<file path="src/rtl/dtr_pkg.sv">
package dtr_pkg;

  typedef enum logic [3:0] {
    RI_PORTB      = 4'd0,
    RI_PORTA      = 4'd1,
    RI_DIRB       = 4'd2,
    RI_DIRA       = 4'd3,
    RI_T1_CNT_LO  = 4'd4,
    RI_T1_CNT_HI  = 4'd5,
    RI_T1_LAT_LO  = 4'd6,
    RI_T1_LAT_HI  = 4'd7,
    RI_T2_LO      = 4'd8,
    RI_T2_HI      = 4'd9,
    RI_SHIFT      = 4'd10,
    RI_AUXCTL     = 4'd11,
    RI_PERCTL     = 4'd12,
    RI_FLAGS      = 4'd13,
    RI_ENABLES    = 4'd14,
    RI_PORTA_RAW  = 4'd15
  } reg_idx_e;

  localparam int unsigned FLAG_W   = 7;
  localparam int unsigned FLAG_T1  = 6;
  localparam int unsigned FLAG_T2  = 5;
  localparam logic [FLAG_W-1:0] IRQ_SRC_MASK = 7'h64;

  // general-purpose byte registers: 0..3, 10..12, 15
  localparam logic [15:0] PLAIN_MASK = 16'b1001_1100_0000_1111;
  localparam logic [7:0]  DIRB_RST   = 8'hFF;

endpackage

</file>
<file path="src/rtl/dtr_prescaler.sv">
module dtr_prescaler #(
  parameter int unsigned DIV = 6
) (
  input  logic clk_i,
  input  logic rst_ni,
  output logic tick_o
);
  localparam int unsigned CW = (DIV > 2) ? $clog2(DIV) : 1;
  localparam logic [CW-1:0] LAST = CW'(DIV - 1);

  logic [CW-1:0] cnt_q;

  assign tick_o = (cnt_q == LAST);

  always_ff @(posedge clk_i or negedge rst_ni) begin
    if (!rst_ni)     cnt_q <= '0;
    else if (tick_o) cnt_q <= '0;
    else             cnt_q <= cnt_q + 1'b1;
  end

  generate
    if (DIV > 1) begin : g_gap_chk
      p_tick_gap_r7: assert property (@(posedge clk_i) disable iff (!rst_ni)
        tick_o |=> !tick_o);
    end
  endgenerate

endmodule

</file>
<file path="src/rtl/dtr_timer.sv">
module dtr_timer #(
  parameter int unsigned DATA_W          = 8,
  parameter bit          RELOAD_THRU_NEG = 1'b1,
  parameter int unsigned CNT_RST         = 'hFFFF
) (
  input  logic                clk_i,
  input  logic                rst_ni,
  input  logic                tick_i,
  input  logic                gate_i,
  input  logic                lo_we_i,
  input  logic                hi_we_i,
  input  logic                load_i,
  input  logic [DATA_W-1:0]   wdata_i,
  output logic [2*DATA_W-1:0] cnt_o,
  output logic [2*DATA_W-1:0] lat_o,
  output logic                hit_o
);
  localparam int unsigned CNT_W = 2 * DATA_W;

  logic [CNT_W-1:0] cnt_q, cnt_d, lat_q, load_val;

  assign load_val = {wdata_i, lat_q[DATA_W-1:0]};
  assign cnt_o    = cnt_q;
  assign lat_o    = lat_q;

  always_ff @(posedge clk_i or negedge rst_ni) begin
    if (!rst_ni) begin
      lat_q <= '1;
    end else begin
      if (lo_we_i) lat_q[DATA_W-1:0]     <= wdata_i;
      if (hi_we_i) lat_q[CNT_W-1:DATA_W] <= wdata_i;
    end
  end

  always_ff @(posedge clk_i or negedge rst_ni) begin
    if (!rst_ni) cnt_q <= CNT_W'(CNT_RST);
    else         cnt_q <= cnt_d;
  end

  generate
    if (RELOAD_THRU_NEG) begin : g_periodic
      logic wrap_q, wrap_d;

      always_comb begin
        cnt_d  = cnt_q;
        wrap_d = wrap_q;
        if (load_i) begin
          cnt_d  = load_val;
          wrap_d = 1'b0;
        end else if (tick_i) begin
          if (wrap_q) begin
            cnt_d  = lat_q;
            wrap_d = 1'b0;
          end else if (cnt_q == '0) begin
            cnt_d  = '1;
            wrap_d = 1'b1;
          end else begin
            cnt_d  = cnt_q - 1'b1;
          end
        end
      end

      assign hit_o = !load_i && tick_i && (cnt_d == '0) && gate_i;

      always_ff @(posedge clk_i or negedge rst_ni) begin
        if (!rst_ni) wrap_q <= 1'b0;
        else         wrap_q <= wrap_d;
      end

      p_reload_r7: assert property (@(posedge clk_i) disable iff (!rst_ni)
        (wrap_q && tick_i && !load_i) |=> (cnt_q == $past(lat_q)));
      p_minus_one_r7: assert property (@(posedge clk_i) disable iff (!rst_ni)
        (!wrap_q && tick_i && !load_i && cnt_q == '0) |=> (cnt_q == '1));
    end else begin : g_oneshot
      logic arm_q;

      always_comb begin
        cnt_d = cnt_q;
        if (load_i)      cnt_d = load_val;
        else if (tick_i) cnt_d = cnt_q - 1'b1;
      end

      assign hit_o = !load_i && tick_i && (cnt_d == '0) && gate_i && arm_q;

      always_ff @(posedge clk_i or negedge rst_ni) begin
        if (!rst_ni)     arm_q <= 1'b0;
        else if (load_i) arm_q <= 1'b1;
        else if (hit_o)  arm_q <= 1'b0;
      end

      p_once_r10: assert property (@(posedge clk_i) disable iff (!rst_ni)
        hit_o |=> !arm_q);
    end
  endgenerate

  p_load_r6: assert property (@(posedge clk_i) disable iff (!rst_ni)
    load_i |=> (cnt_q == {$past(wdata_i), $past(lat_q[DATA_W-1:0])}));

endmodule

</file>
<file path="src/rtl/dtr_irq.sv">
module dtr_irq
  import dtr_pkg::*;
(
  input  logic              clk_i,
  input  logic              rst_ni,
  input  logic [FLAG_W-1:0] set_i,
  input  logic [FLAG_W-1:0] clr_i,
  input  logic              ier_we_i,
  input  logic [7:0]        wdata_i,
  output logic [FLAG_W-1:0] ifr_o,
  output logic [FLAG_W-1:0] ier_o,
  output logic              pend_o,
  output logic              irq_o
);
  logic [FLAG_W-1:0] ifr_q, ier_q;

  always_ff @(posedge clk_i or negedge rst_ni) begin
    if (!rst_ni) ifr_q <= '0;
    else         ifr_q <= (ifr_q & ~clr_i) | set_i;  // set beats clear
  end

  always_ff @(posedge clk_i or negedge rst_ni) begin
    if (!rst_ni)       ier_q <= '0;
    else if (ier_we_i) ier_q <= wdata_i[7] ? (ier_q | wdata_i[FLAG_W-1:0])
                                           : (ier_q & ~wdata_i[FLAG_W-1:0]);
  end

  assign ifr_o  = ifr_q;
  assign ier_o  = ier_q;
  assign pend_o = |(ifr_q & ier_q);
  assign irq_o  = |(ifr_q & ier_q & IRQ_SRC_MASK);

  p_set_wins_r11: assert property (@(posedge clk_i) disable iff (!rst_ni)
    (|set_i) |=> ((ifr_q & $past(set_i)) == $past(set_i)));
  p_clear_r4: assert property (@(posedge clk_i) disable iff (!rst_ni)
    (|(clr_i & ~set_i)) |=> ((ifr_q & $past(clr_i & ~set_i)) == '0));
  p_ier_or_r3: assert property (@(posedge clk_i) disable iff (!rst_ni)
    (ier_we_i && wdata_i[7]) |=>
      ((ier_q & $past(wdata_i[FLAG_W-1:0])) == $past(wdata_i[FLAG_W-1:0])));
  p_ier_clr_r3: assert property (@(posedge clk_i) disable iff (!rst_ni)
    (ier_we_i && !wdata_i[7]) |=> ((ier_q & $past(wdata_i[FLAG_W-1:0])) == '0));

endmodule

</file>
<file path="src/rtl/dual_timer_regs.sv">
module dual_timer_regs
  import dtr_pkg::*;
#(
  parameter int unsigned ADDR_W       = 13,
  parameter int unsigned IDX_LSB      = 9,
  parameter int unsigned PRESCALE_DIV = 6
) (
  input  logic              clk_i,
  input  logic              rst_ni,
  input  logic              sel_i,
  input  logic              wr_i,
  input  logic [ADDR_W-1:0] addr_i,
  input  logic [7:0]        wdata_i,
  output logic [7:0]        rdata_o,
  output logic              irq_o
);
  localparam int unsigned DATA_W = 8;
  localparam int unsigned CNT_W  = 2 * DATA_W;
  localparam int unsigned NREG   = 16;

  reg_idx_e idx;
  logic     wr, rd, tick, addr_unused;
  logic     hit1, hit2, t1_cont, pend;
  logic [CNT_W-1:0]  cnt1, lat1, cnt2, lat2;
  logic [FLAG_W-1:0] set_v, clr_v, ifr, ier;
  logic [DATA_W-1:0] plain_rd [NREG];

  assign idx         = reg_idx_e'(addr_i[IDX_LSB +: 4]);
  assign addr_unused = ^addr_i[IDX_LSB-1:0];
  assign wr          = sel_i && wr_i;
  assign rd          = sel_i && !wr_i;

  generate
    for (genvar i = 0; i < NREG; i++) begin : g_plain
      if (PLAIN_MASK[i]) begin : g_reg
        logic [DATA_W-1:0] q;
        always_ff @(posedge clk_i or negedge rst_ni) begin
          if (!rst_ni)                        q <= (i == int'(RI_DIRB)) ? DIRB_RST : '0;
          else if (wr && idx == reg_idx_e'(i)) q <= wdata_i;
        end
        assign plain_rd[i] = q;
      end else begin : g_none
        assign plain_rd[i] = '0;
      end
    end
  endgenerate

  assign t1_cont = (plain_rd[RI_AUXCTL][7:6] == 2'b01);

  dtr_prescaler #(.DIV(PRESCALE_DIV)) u_presc (
    .clk_i (clk_i),
    .rst_ni(rst_ni),
    .tick_o(tick)
  );

  dtr_timer #(.DATA_W(DATA_W), .RELOAD_THRU_NEG(1'b1), .CNT_RST('hFFFF)) u_tmr1 (
    .clk_i  (clk_i),
    .rst_ni (rst_ni),
    .tick_i (tick),
    .gate_i (t1_cont),
    .lo_we_i(wr && (idx == RI_T1_CNT_LO || idx == RI_T1_LAT_LO)),
    .hi_we_i(wr && (idx == RI_T1_CNT_HI || idx == RI_T1_LAT_HI)),
    .load_i (wr && idx == RI_T1_CNT_HI),
    .wdata_i(wdata_i),
    .cnt_o  (cnt1),
    .lat_o  (lat1),
    .hit_o  (hit1)
  );

  dtr_timer #(.DATA_W(DATA_W), .RELOAD_THRU_NEG(1'b0), .CNT_RST(0)) u_tmr2 (
    .clk_i  (clk_i),
    .rst_ni (rst_ni),
    .tick_i (tick),
    .gate_i (1'b1),
    .lo_we_i(wr && idx == RI_T2_LO),
    .hi_we_i(wr && idx == RI_T2_HI),
    .load_i (wr && idx == RI_T2_HI),
    .wdata_i(wdata_i),
    .cnt_o  (cnt2),
    .lat_o  (lat2),
    .hit_o  (hit2)
  );

  always_comb begin
    set_v          = '0;
    set_v[FLAG_T1] = hit1;
    set_v[FLAG_T2] = hit2;
    clr_v          = '0;
    if (wr && idx == RI_FLAGS) clr_v = wdata_i[FLAG_W-1:0];
    if ((wr && (idx == RI_T1_CNT_HI || idx == RI_T1_LAT_HI)) ||
        (rd && idx == RI_T1_CNT_LO))
      clr_v[FLAG_T1] = 1'b1;
    if ((wr && idx == RI_T2_HI) || (rd && idx == RI_T2_LO))
      clr_v[FLAG_T2] = 1'b1;
  end

  dtr_irq u_irq (
    .clk_i   (clk_i),
    .rst_ni  (rst_ni),
    .set_i   (set_v),
    .clr_i   (clr_v),
    .ier_we_i(wr && idx == RI_ENABLES),
    .wdata_i (wdata_i),
    .ifr_o   (ifr),
    .ier_o   (ier),
    .pend_o  (pend),
    .irq_o   (irq_o)
  );

  always_comb begin
    unique case (idx)
      RI_T1_CNT_LO: rdata_o = cnt1[DATA_W-1:0];
      RI_T1_CNT_HI: rdata_o = cnt1[CNT_W-1:DATA_W];
      RI_T1_LAT_LO: rdata_o = lat1[DATA_W-1:0];
      RI_T1_LAT_HI: rdata_o = lat1[CNT_W-1:DATA_W];
      RI_T2_LO:     rdata_o = cnt2[DATA_W-1:0];
      RI_T2_HI:     rdata_o = cnt2[CNT_W-1:DATA_W];
      RI_FLAGS:     rdata_o = {pend, ifr};
      RI_ENABLES:   rdata_o = {1'b1, ier};
      default:      rdata_o = plain_rd[idx];
    endcase
  end

  // second latch high byte is write-only; keep its use explicit
  logic lat2_unused;
  assign lat2_unused = ^lat2[CNT_W-1:DATA_W] ^ addr_unused;

  p_flag_clr_on_load_r6: assert property (@(posedge clk_i) disable iff (!rst_ni)
    (wr && idx == RI_T1_CNT_HI) |=> !ifr[FLAG_T1]);
  p_t1_gate_r8: assert property (@(posedge clk_i) disable iff (!rst_ni)
    (!t1_cont && !ifr[FLAG_T1]) |=> !ifr[FLAG_T1]);
  p_irq_src_r5: assert property (@(posedge clk_i) disable iff (!rst_ni)
    irq_o |-> pend);

endmodule

</file>
<file path="config.mk">
export PLATFORM = sky130hd
export DESIGN_NAME = dual_timer_regs
export DESIGN_NICKNAME = d
export VERILOG_FILES = /design/src/rtl/dtr_pkg.sv /design/src/rtl/dtr_prescaler.sv /design/src/rtl/dtr_timer.sv /design/src/rtl/dtr_irq.sv /design/src/rtl/dual_timer_regs.sv
export SDC_FILE = /design/constraint.sdc
export NUM_CORES = 1
export LEC_CHECK = 0
export BUFFER_PORTS_ARGS = -buffer_cell sky130_fd_sc_hd__buf_2
export CAP_MARGIN = 10
export CORE_ASPECT_RATIO = 0.75
export CORE_MARGIN = 2
export CORE_UTILIZATION = 57
export DETAILED_ROUTE_END_ITERATION = 8
export HOLD_SLACK_MARGIN = 0.1
export MAX_ROUTING_LAYER = met4
export PLACE_DENSITY = 0.71
export RECOVER_POWER = 50
export SLEW_MARGIN = 20
export SYNTH_ARGS = -nofsm -noshare
export SYNTH_HDL_FRONTEND = slang
export SYNTH_SLANG_ARGS = --single-unit
</file>
<file path="constraint.sdc">
create_clock -name clk_i -period 7.6 [get_ports clk_i]
set_input_delay 0.76 -clock clk_i [delete_from_list [all_inputs] [get_ports clk_i]]
set_output_delay 0.76 -clock clk_i [all_outputs]
set_load 0.005 [all_outputs]
</file>
Word-level counts from Yosys, hierarchy flattened
Index checks and enable logic that the tools add are counted.
- bitwise gates (word level): 8
- magnitude comparators: 1
- muxes and demuxes: 21
- add/sub/neg operators: 3
- reduce and logical (&&, ||, !) cells: 40
- equality and inequality tests: 17
- operators with widths (kind ; count):
    $mux W16 ; 6
    $pmux W8 S8 ; 1
    $logic_not A16 Y1 ; 3
    $bmux W8 S4 ; 1
    $eq A4 B4 Y1 const B ; 8
    $sub A16 B1 Y16 const B ; 2
    $logic_and A1 B1 Y1 ; 25
    $and A7 B7 Y7 ; 3
    $eq A4 B3 Y1 const B ; 4
    $mux W8 ; 2
    $mux W7 ; 2
    $not A7 Y7 ; 2
    $or A7 B7 Y7 ; 2
    $eq A4 B2 Y1 const B ; 2
    $mux W1 ; 8
    $reduce_or A7 Y1 ; 1
    $ge A5 B5 Y1 const B ; 1
    $not A4 Y5 ; 1
    $eq A4 B1 Y1 const B ; 1
    $logic_not A4 Y1 ; 1
    $logic_or A1 B1 Y1 ; 4
    $reduce_bool A2 Y1 ; 2
    $add A3 B1 Y3 const B ; 1
    $eq A3 B3 Y1 const B ; 1
    4 further kinds ; 6
- output and inout bits: 9
- bits of input ports: 25
- flip-flop bits (word level): 139
- logic and storage cells: 108

Longest topological paths before layout
- depth after elaboration: 9
- depth in mapped cells: 10
- mapped depth without buffers: 9

By module
Synthesis repeated with hierarchy kept, for this count alone.
- cells, all modules: 762
- area total of the unflattened synthesis: 8260.4 µm²
- modules (own cells, without submodules) (module ; times used ; sequential area each (µm²) ; cells an instance ; area each (µm²)):
    dual_timer_regs ; 1 ; 1611.5 ; 343 ; 3834.9
    dtr_timer at u_tmr1 ; 1 ; 865.8 ; 202 ; 2003.2
    dtr_timer at u_tmr2 ; 1 ; 845.8 ; 160 ; 1737.9
    dtr_irq ; 1 ; 350.3 ; 47 ; 568.0
    dtr_prescaler ; 1 ; 75.1 ; 10 ; 116.4

Least setup slack after synthesis
No wires, ideal clock.
- kind: input -> output
- from: input addr_i[9]
- to: output rdata_o[5]
- path buffers: 2
- stages on the path: 7
- data required time: 6840 ps
- slack: 4404 ps
- arrival time: 2436 ps
- path through: clkbuf_1 > clkbuf_1 > mux4_2 > nor2_1 > a21oi_1 > o21ai_0 > o211ai_1
- word-level cells in the longest chain between the ends: 5
- elaborated cells on any way between the ends: 13
- classes of those cells: eq/ne: 8; mux: 4; bitwise: 1
- ends and longest elaborated chain (what ; RTL line ; RTL):
    from (decl) ; dual_timer_regs.sv:12 ; input logic [ADDR_W-1:0] addr_i,
    $not A4 Y5 (implied by the code) ; dual_timer_regs.sv:120 ; default: rdata_o = plain_rd[idx];
    $bmux W8 S4 ; dual_timer_regs.sv:120 ;
    $mux W8 (implied by the code) (2 in series) ; dual_timer_regs.sv:120 ;
    $pmux W8 S8 * ; dual_timer_regs.sv:111 ; unique case (idx)
    to (decl) ; dual_timer_regs.sv:14 ; output logic [7:0] rdata_o,
Mark *: on every way between the ends. The rest lies on a longest branch, timed or not. The select of a mux whose other input is x is not followed.

Final worst setup path
- from: input addr_i[11]
- to: output rdata_o[0]
Same word-level chain as after synthesis.

==> run summary <==
status = finished with violations
violated checks = capacitance limit, slew limit
fillers = 1015
Hold WC Path Type = flip-flop to flip-flop
io pins = 34
Crit Path Max Fanout = 42
# DRC = 0
FMAX = 207.1 MHz
Clock Path Buffers = 2
share of cells above drive strength 1 = 0.3126
commonest non-fill, non-tap cell in the layout = mux2_2
TritonCTS clock tree = yes
Yosys cell types = 64
hold slack = 505.1 ps
Clk Latency, worst-skew pair = 430 ps
MaxCap Viol Count = 3
via/cell ratio = 6.726
first-pass GRT wire length = 34290 um
vias in the first global route = 5830
synthesis-to-layout area growth = 11.86%
Die H = 103.8 um
DR iter-0 viols = 657
Synth top area share = 0.3006
Initial Util = 0.5840
yosys warns = 0
Pleak = 3.484 nW
Max IR drop VDD = 0.2220 mV
Initial DRT Pass Iterations = 5
CP Data Arrival Time = 4070 ps
wire per inst = 24.06 um
Final Hold Viols = 0
Die ar. = 14240 um2
post-CTS setup buffer count = 0
skew final = 7.198 ps
number of port buffers = 24
Sw Ratio = 0.2880
commonest cells after routing, fill and taps aside = mux2_2, dfrtp_1, nand2_1
FF+latch count, synth = 139
Slew HR = -1.506
prevailing post-synth register cell = dfrtp_1
final worst path period need = 4828 ps
Final Setup Violations = 0
most frequent CP cell = a221oi_1
Startpoint Class = input pin
initial antenna violation count = 1
syn nets = 734
Nets = 738
detailed placement HPWL = 14500 um
fin crit share = 0.6353
Num CTS Buffers = 17
Post-synth EDFFs = 0
combinational fraction of design power = 0.181
power share of the clock group = 0.376
post-cts hold buffer count = 0
Post-DRT Antenna Nets = 0
register area share after synthesis = 0.4671
highest-delay cell along the critical path = clkbuf_1
Clock Sinks = 139
post-synthesis average cell area = 10.73 um2
Async S/R FF share, synth = 1.000
Final Slew Violations = 185
Mapped Cells = 706
Mapped Area = 7576 um2
Reg clk slew, reported paths = 60 ps
post_cts resized = 0
Psw = 0.7321 mW
GPL Wtd Cong = 0.9930
Synth area leaders = dfrtp_1, dfstp_2, mux2_2
# rows = 36
Routed WL = 21530 um
CP Class = input pin to output pin
Internal = 1.810 mW
cells along the critical path = clkbuf_1, nor2_1, a221oi_1, a221oi_1, a21oi_1, buf_2
Core Footprint = 12970 um2
total gr overflow = 0
Crit. End Element = output pin
pin count of the biggest net entering global routing = 72
clk root buf = clkbuf_16
H-tree Lvls = 4
unrepaired setup endpoints after global routing = no
crit-path max cell delay = 1520 ps
vias = 6020
Critical Path RT = 6840 ps
setup TNS = 0 ps
Die Wd = 137.1 um
Flop pwr share = 0.442
total track usage = 0.3337
Worst Max-Slew Pin Slew = 3759 ps
pwr dens = 300.0 nW/um2
largest area contributor in the netlist = dfrtp_1
[power by group through the flow]
stage	Clock (mW)	Combinational (mW)	Sequential [mW]
after global routing	0.999	0.505	1.14
after global placement	0	0.436	1.12
after CTS	0.963	0.457	1.12
after detailed placement	0	0.452	1.13
after floorplan	0	0.351	1.05
final	0.957	0.460	1.12
[cell usage after synthesis, types with 4 or more instances]
| master | number |
|---|---|
| a21boi_0 | 6 |
| a21oi_1 | 24 |
| a221oi_1 | 6 |
| a22o_1 | 7 |
| a22oi_1 | 15 |
| a31oi_1 | 4 |
| a32oi_1 | 5 |
| and2_1 | 5 |
| buf_1 | 5 |
| clkbuf_1 | 40 |
| dfrtp_1 | 91 |
| dfstp_2 | 48 |
| inv_1 | 12 |
| mux2_2 | 96 |
| mux2i_1 | 16 |
| mux4_2 | 9 |
| nand2_1 | 61 |
| nand2b_1 | 4 |
| nand3_1 | 18 |
| nand4_1 | 4 |
| nand4b_1 | 5 |
| nor2_1 | 40 |
| nor2b_1 | 5 |
| nor3_1 | 17 |
| nor4_1 | 12 |
| o211ai_1 | 7 |
| o21ai_0 | 31 |
| o221ai_1 | 9 |
| o22ai_1 | 5 |
| o31ai_1 | 6 |
| or3_1 | 9 |
| or4_1 | 10 |
| xnor2_1 | 10 |
| xor2_1 | 13 |
[cell type report]
| type | count | area [um2] | share of cell area |
|---|---|---|---|
| repair buffers | 32 | 175.2 | 0.02067 |
| flip-flops and latches | 139 | 3538 | 0.4175 |
| clock buffers | 21 | 470.5 | 0.05551 |
| inverters | 13 | 48.80 | 0.005758 |
| diodes | 1 | 2.502 | 0.0002953 |
| well taps | 171 | 214.0 | 0.02525 |
| multi-input cells | 507 | 3811 | 0.4497 |
| clock inverters | 11 | 214.0 | 0.02525 |
[metal layers]
metal,vias to the layer above,routed length (um),track usage
li1,2655,-,-
met1,3055,9637,0.4981
met2,282,9610,0.4556
met3,28,1993,0.08370
met4,0,290,0.08468
met5,-,0,-
[logic make-up (layout without fill, tap and decap cells)]
family	count (synthesis)	in the layout	share of synthesized area
fa+ha+maj	3	3	0.004955
compound gates	150	150	0.1367
buf+inv	60	77	0.03088
simple gates	210	210	0.1432
xor+xnor	23	23	0.02659
other cells	0	1	0
mux	121	121	0.1906
flops	139	139	0.4671
[flip-flops by register name, summed over array words and instances (netlist names), named ones only]
| signal | count |
|---|---|
| u_tmr1.cnt_o | 16 |
| u_tmr2.g_oneshot.arm_q | 1 |
| g_plain.g_reg.q | 64 |
| u_irq.ifr_o | 7 |
| u_tmr2.cnt_o | 16 |
| u_presc.cnt_q | 3 |
| u_tmr2.lat_o | 8 |
| u_tmr1.g_periodic.wrap_q | 1 |
| u_tmr1.lat_o | 16 |
[final timing paths]
check	from	end	slack, ps	cells past startpoint
hold reg to reg	g_plain[0].g_reg.q[4]$_DFFE_PN0P_	g_plain[0].g_reg.q[4]$_DFFE_PN0P_	510	1
setup / recovery	addr_i[11]	rdata_o[0]	2770	6
min in group asynchronous	rst_ni	g_plain[0].g_reg.q[4]$_DFFE_PN0P_	1600	1
setup reg to reg	u_tmr1.cnt_o[0]$_DFF_PN1_	u_irq.ifr_o[6]$_DFF_PN0_	4300	9
max in group asynchronous	rst_ni	u_tmr2.cnt_o[5]$_DFF_PN0_	2780	2
hold / removal	g_plain[0].g_reg.q[4]$_DFFE_PN0P_	g_plain[0].g_reg.q[4]$_DFFE_PN0P_	510	1
[worst max-delay path: cells and delay by family]
| family | cells | cell delay [ps] |
|---|---|---|
| buffers and inverters | 2 | 1660 |
| AOI/OAI and AO/OA | 3 | 1170 |
| and+or+nand+nor | 1 | 460 |
[stage by stage]
| step | power, mW | setup WS (ps) | std cells | instance area, um2 | util |
|---|---|---|---|---|---|
| floorplan | 1.399 | 4404 | 706 | 7576 | - |
| global placement | 1.553 | 3915 | 862 | 7791 | 0.6006 |
| detailed placement | 1.579 | 3844 | 862 | 7791 | 0.6006 |
| CTS | 2.538 | 3842 | 894 | 8476 | 0.6534 |
| global route | 2.648 | 1854 | 895 | 8474 | 0.6533 |
| finish | 2.542 | 2772 | 895 | 8474 | 0.6533 |
Power figures use the tool's default switching activity.
